`src/rtl/dual_down_timer.sv`:
```
module dual_down_timer #(
  parameter int NCNT = 2,
  parameter int CW = 32,
  parameter int AW = 9,
  parameter logic [7:0] MAJOR = 8'd2,
  parameter logic [3:0] REF_SEL = 4'hB,
  parameter logic [3:0] FAST_SEL = 4'hF
) (
  input  logic          clk,
  input  logic          rst_n,
  input  logic          ref_tick,
  input  logic [AW-1:0] bus_addr,
  input  logic          bus_we,
  input  logic [31:0]   bus_wdata,
  output logic [31:0]   bus_rdata,
  output logic          irq_o
);
  localparam logic [AW-1:0] VER_ADDR = AW'(32'h120);
  localparam int STRIDE = 'h40;
  localparam int CTL_OFF = 'h20;
  localparam int CNT_OFF = 'h30;
  localparam int FIX_OFF = 'h40;

  function automatic logic [31:0] merge(input logic [31:0] cur, input logic [31:0] wd,
                                        input logic [1:0] kind);
    case (kind)
      2'd1:    merge = cur | wd;
      2'd2:    merge = cur & ~wd;
      default: merge = wd;
    endcase
  endfunction

  logic [AW-1:0] blk;
  logic [1:0]    op;
  logic          wr_ok;
  logic          srst_q;
  logic [31:0]   gctl_new;
  logic          unused_top;

  logic [NCNT-1:0]          irq_v, ien_v, rld_v, upd_v;
  logic [NCNT-1:0][3:0]     sel_v;
  logic [NCNT-1:0][CW-1:0]  cnt_v, fix_v;
  logic [NCNT-1:0][31:0]    ctl_rd;

  assign blk      = {bus_addr[AW-1:4], 4'h0};
  assign op       = bus_addr[3:2];
  assign wr_ok    = bus_we && (op != 2'd3);
  assign gctl_new = merge({srst_q, 31'h0}, bus_wdata, op);
  assign unused_top = ^{bus_addr[1:0], gctl_new[30:0]};

  always_ff @(posedge clk or negedge rst_n) begin
    if (!rst_n)                                     srst_q <= 1'b0;
    else if (srst_q)                                srst_q <= 1'b0;
    else if (wr_ok && blk == '0 && gctl_new[31])    srst_q <= 1'b1;
  end

  for (genvar g = 0; g < NCNT; g++) begin : g_cnt
    localparam logic [AW-1:0] CTL_A = AW'(CTL_OFF + g * STRIDE);
    localparam logic [AW-1:0] FIX_A = AW'(FIX_OFF + g * STRIDE);

    logic          irq_q, ien_q, rld_q, upd_q;
    logic [3:0]    sel_q;
    logic [CW-1:0] cnt_q, fix_q;
    logic          ctl_wr, fix_wr, load, tick, at_one;
    logic [31:0]   ctl_new, fix_new;
    logic          unused_g;

    assign ctl_rd[g] = {16'h0, irq_q, ien_q, 6'h0, upd_q, rld_q, 2'h0, sel_q};
    assign irq_v[g] = irq_q;
    assign ien_v[g] = ien_q;
    assign rld_v[g] = rld_q;
    assign upd_v[g] = upd_q;
    assign sel_v[g] = sel_q;
    assign cnt_v[g] = cnt_q;
    assign fix_v[g] = fix_q;

    assign ctl_wr  = wr_ok && blk == CTL_A;
    assign fix_wr  = wr_ok && blk == FIX_A;
    assign ctl_new = merge(ctl_rd[g], bus_wdata, op);
    assign fix_new = merge(32'(fix_q), bus_wdata, op);
    assign load    = fix_wr && upd_q;
    assign tick    = (sel_q == FAST_SEL) || (sel_q == REF_SEL && ref_tick);
    assign at_one  = tick && !load && cnt_q == CW'(1);
    assign unused_g = ^{ctl_new[31:16], ctl_new[13:8], ctl_new[5:4], fix_new};

    always_ff @(posedge clk or negedge rst_n) begin
      if (!rst_n) begin
        {irq_q, ien_q, rld_q, upd_q} <= '0;
        sel_q <= '0;
        cnt_q <= '0;
        fix_q <= '0;
      end else if (srst_q) begin
        {irq_q, ien_q, rld_q, upd_q} <= '0;
        sel_q <= '0;
        cnt_q <= '0;
        fix_q <= '0;
      end else begin
        if (ctl_wr) begin
          sel_q <= ctl_new[3:0];
          rld_q <= ctl_new[6];
          upd_q <= ctl_new[7];
          ien_q <= ctl_new[14];
        end
        if (at_one)      irq_q <= 1'b1;
        else if (ctl_wr) irq_q <= ctl_new[15];
        if (fix_wr) fix_q <= CW'(fix_new);
        if (load)
          cnt_q <= CW'(fix_new);
        else if (tick) begin
          if (cnt_q == '0) cnt_q <= rld_q ? fix_q : '0;
          else             cnt_q <= cnt_q - CW'(1);
        end
      end
    end
  end

  always_comb begin
    bus_rdata = '0;
    if (blk == '0)       bus_rdata = {srst_q, 31'h0};
    if (blk == VER_ADDR) bus_rdata = {MAJOR, 24'h0};
    for (int n = 0; n < NCNT; n++) begin
      if (blk == AW'(CTL_OFF + n * STRIDE)) bus_rdata = ctl_rd[n];
      if (blk == AW'(CNT_OFF + n * STRIDE)) bus_rdata = 32'(cnt_v[n]);
      if (blk == AW'(FIX_OFF + n * STRIDE)) bus_rdata = 32'(fix_v[n]);
    end
  end

  assign irq_o = |(irq_v & ien_v);
endmodule

```
`config.mk`:
```
export PLATFORM = sky130hd
export DESIGN_NAME = dual_down_timer
export DESIGN_NICKNAME = d
export VERILOG_FILES = /design/src/rtl/dual_down_timer.sv
export SDC_FILE = /design/constraint.sdc
export NUM_CORES = 1
export LEC_CHECK = 0
export BUFFER_PORTS_ARGS = -buffer_cell sky130_fd_sc_hd__buf_2
export CAP_MARGIN = 15
export CORE_MARGIN = 10
export CORE_UTILIZATION = 40
export DETAILED_ROUTE_END_ITERATION = 10
export SYNTH_ARGS = -nofsm -noshare
export SYNTH_HDL_FRONTEND = slang
export SYNTH_SLANG_ARGS = --single-unit
```
`constraint.sdc`:
```
create_clock -name clk -period 3.7 [get_ports clk]
set_clock_uncertainty 0.1 [all_clocks]
set_input_delay 0.74 -clock clk [delete_from_list [all_inputs] [get_ports clk]]
set_output_delay 0.74 -clock clk [all_outputs]
set_load 0.02 [all_outputs]
```
==> flow_summary.toml <==
[synth]
ys_async_sr_fraction_pct = 100
post_synth_instance_area_um2 = 10200
yosysSeqAreaShare_pct = 35.6
synth_common_cells = "a21oi_1, dfrtp_1, nor2_1, clkbuf_1, nand2_1"
syn-num-nets = 1313
synth.avg_cell_area_um2 = 8.08
ys.flop_type = "dfrtp_1"
synth-seq-cells = 145
yosysWarnings = 0
yosys.area.top_type = "dfrtp_1"
synth_edf_count = 0
syn-instance-count = 1261
ys_top_cells_by_area = "dfrtp_1, a21oi_1, nor2_1"
synth.top_cell.area_share_pct = 35.6
yosysUniqueCellTypes = 73
synth_most_common_cell = "a21oi_1"

[critical_path]
start_kind = "primary input"
crit_path_end_kind = "output port"
worstSetupPathType = "in -> out"
worstPathArrival_ns = 2.53
rrSetupSlack_ns = 0.63
worstPathMaxFanout = 11
crit_required_ns = 2.86

[clocking]
clkTransAtPathRegs_ns = 0.07
htreeDepth = 4
cts_tree = "yes"
clk_latency_ns = 0.44
cts_root_buf = "clkbuf_16"
cts_resized = 0
cts_buffers = 17
clkSinkCount = 145
hold_buffers = 0
clockBufferDepth = 2
post_cts.repair.setup_buffers = 0

[worst_hold_path]
hold_class = "in -> async"

[global_routing]
grt_busiest_layer = "met2"
use_met1_pct = 33.0
grt_pass1_vias = 10300
antenna_found_initial = 0
grt_usage_pct = 24.5
grt_use_met2_pct = 37.7
grt_remaining_overflow = 0
grt_max_degree = 84
grt_pass1_wl_um = 63200
use_met3_pct = 5.04

[route]
drtIter0Drc = 1377
viasPerCell = 6.61
route.vias.total = 10900
wire_per_inst_um = 25.2
postRouteWirelength_um = 41400
ant_nets = 0
first_pass_iters = 6
drc = 0

[pwr]
p_per_area_nw_per_um2 = 505
total_power_w = 0.00586
leakage_nw = 4.86
ir_drop_mv = 0.301

[sta]
finalHoldViolations = 0
fin_crit_sh_pct = 91.0
period_needed_ns = 3.37
report.final.setup_viol = 0
final_max_slew_viol_count = 0
relSlewSlack_pct = 28.6
setup_tns_ns = 0
grt_setup_unrepaired = "false"
worstMarginPinSlew_ns = 1.07
max_freq_mhz = 297

[floorplanning]
dieArea_um2 = 32300
die_y_um = 180
core_area_um2 = 25100
die_x_um = 180
start_util_pct = 40.6
fp-row-count = 58
ios = 78

[placed_design]
dpl-instance-area_um2 = 11000
io_buffers = 75
gp_congestion = 0.947
place_hpwl_um = 29500

[finish]
area_growth_pct = 13.9
nNetsFinal = 1356
drive_gt1_share_pct = 16.2
final_area_um2 = 11600
n_antenna_cell = 0

[job]
max_cap_viol_count = 0

[status]
outcome = "finished clean"
## metal layers
layer | part of all wire, % | vias to the layer above | wire (µm)
li1 | - | 4876 | -
met1 | 42 | 5239 | 17500
met2 | 44 | 670 | 18400
met3 | 9.3 | 104 | 3860
met4 | 4.0 | 0 | 1660
met5 | 0 | - | 0
## cell type report
cell class,count,area (µm²)
Sequential cell,145,3630
Multi-Input combinational cell,972,6020
Timing Repair Buffer,129,812
Inverter,39,146
Clock inverter,12,133
Tap cell,330,413
Clock buffer,20,447
Fill cell,2528,13500
## path summary, 6_finish.rpt
path / startpoint / endpoint / depth (start not counted)
hold / removal: rst_n / g_cnt[0].fix_q[31] / 1
setup reg to reg: srst_q / g_cnt[1].cnt_q[0] / 5
min in group clk: g_cnt[1].fix_q[9] / g_cnt[1].cnt_q[9] / 1
hold reg to reg: g_cnt[1].fix_q[9] / g_cnt[1].cnt_q[9] / 1
max in group asynchronous: rst_n / g_cnt[1].cnt_q[2] / 2
setup / recovery: bus_addr[8] / bus_rdata[20] / 7
## through the flow
step / setup slack [ns] / hold WS, ns / utilization [%] / cells
global route: 0.247 / 0.238 / 46.2 / 1647
global placement: 0.211 / 0.424 / 43.9 / 1615
CTS: 0.361 / 0.212 / 46.2 / 1647
detailed placement: 0.177 / 0.429 / 43.9 / 1615
floorplan: 0.394 / 0.344 / - / 1261
finish: 0.331 / 0.199 / 46.2 / 1647
## registers in the layout, indices dropped and copies added, names as in the netlist
name and cells:
g_cnt.irq_q 2, g_cnt.sel_q 8, srst_q 1, g_cnt.rld_q 2
g_cnt.fix_q 64, g_cnt.ien_q 2, g_cnt.cnt_q 64, g_cnt.upd_q 2
## cell usage in the layout, fill, tap and decap left out, types with 5 or more instances in the layout
cell type and n:
o31ai_1 13, o21ai_0 68, a21oi_1 145, mux2i_1 18
nand2_1 71, nor2_1 104, a211oi_1 26, nand4b_1 5
o41ai_1 19, nand3_1 67, o21ai_1 7, xor2_1 12
or2_2 6, nand2b_1 9, ha_1 7, mux2_2 26
nor4_1 21, a21o_1 15, a22oi_1 32, a31oi_1 49
clkbuf_16 17, a311oi_1 12, or3_1 30, inv_1 38
buf_4 52, a221o_1 5, xnor2_1 17, dfrtp_1 144
nor2b_1 5, nand4_1 13, o22ai_1 8, buf_2 74
or4_1 16, nor3_1 65
## worst max-delay path, cell delays in order
cell     delay (ns)
buf_2          0.14
or4b_1         0.57
nor2_2         0.18
buf_4          0.21
a22oi_1        0.16
a31oi_1        0.31
buf_2          0.23
## where the power goes
part	internal, W	leakage (nW)	switching [W]
Clock	0.00101	0.277	0.000760
Sequential	0.00191	1.86	0.000548
Combinational	0.000689	2.72	0.000936
## logic make-up (layout without fill, tap and decap cells)
logic type / count (synthesis) / in the layout / share of synthesized area [%]
simple gates: 448 / 448 / 23.0
compound gates: 444 / 444 / 27.7
flops: 145 / 145 / 35.6
buf+inv: 144 / 200 / 5.72
mux: 44 / 44 / 4.64
xor+xnor: 29 / 29 / 2.49
fa+ha+maj: 7 / 7 / 0.859
Power figures use the tool's default switching activity.
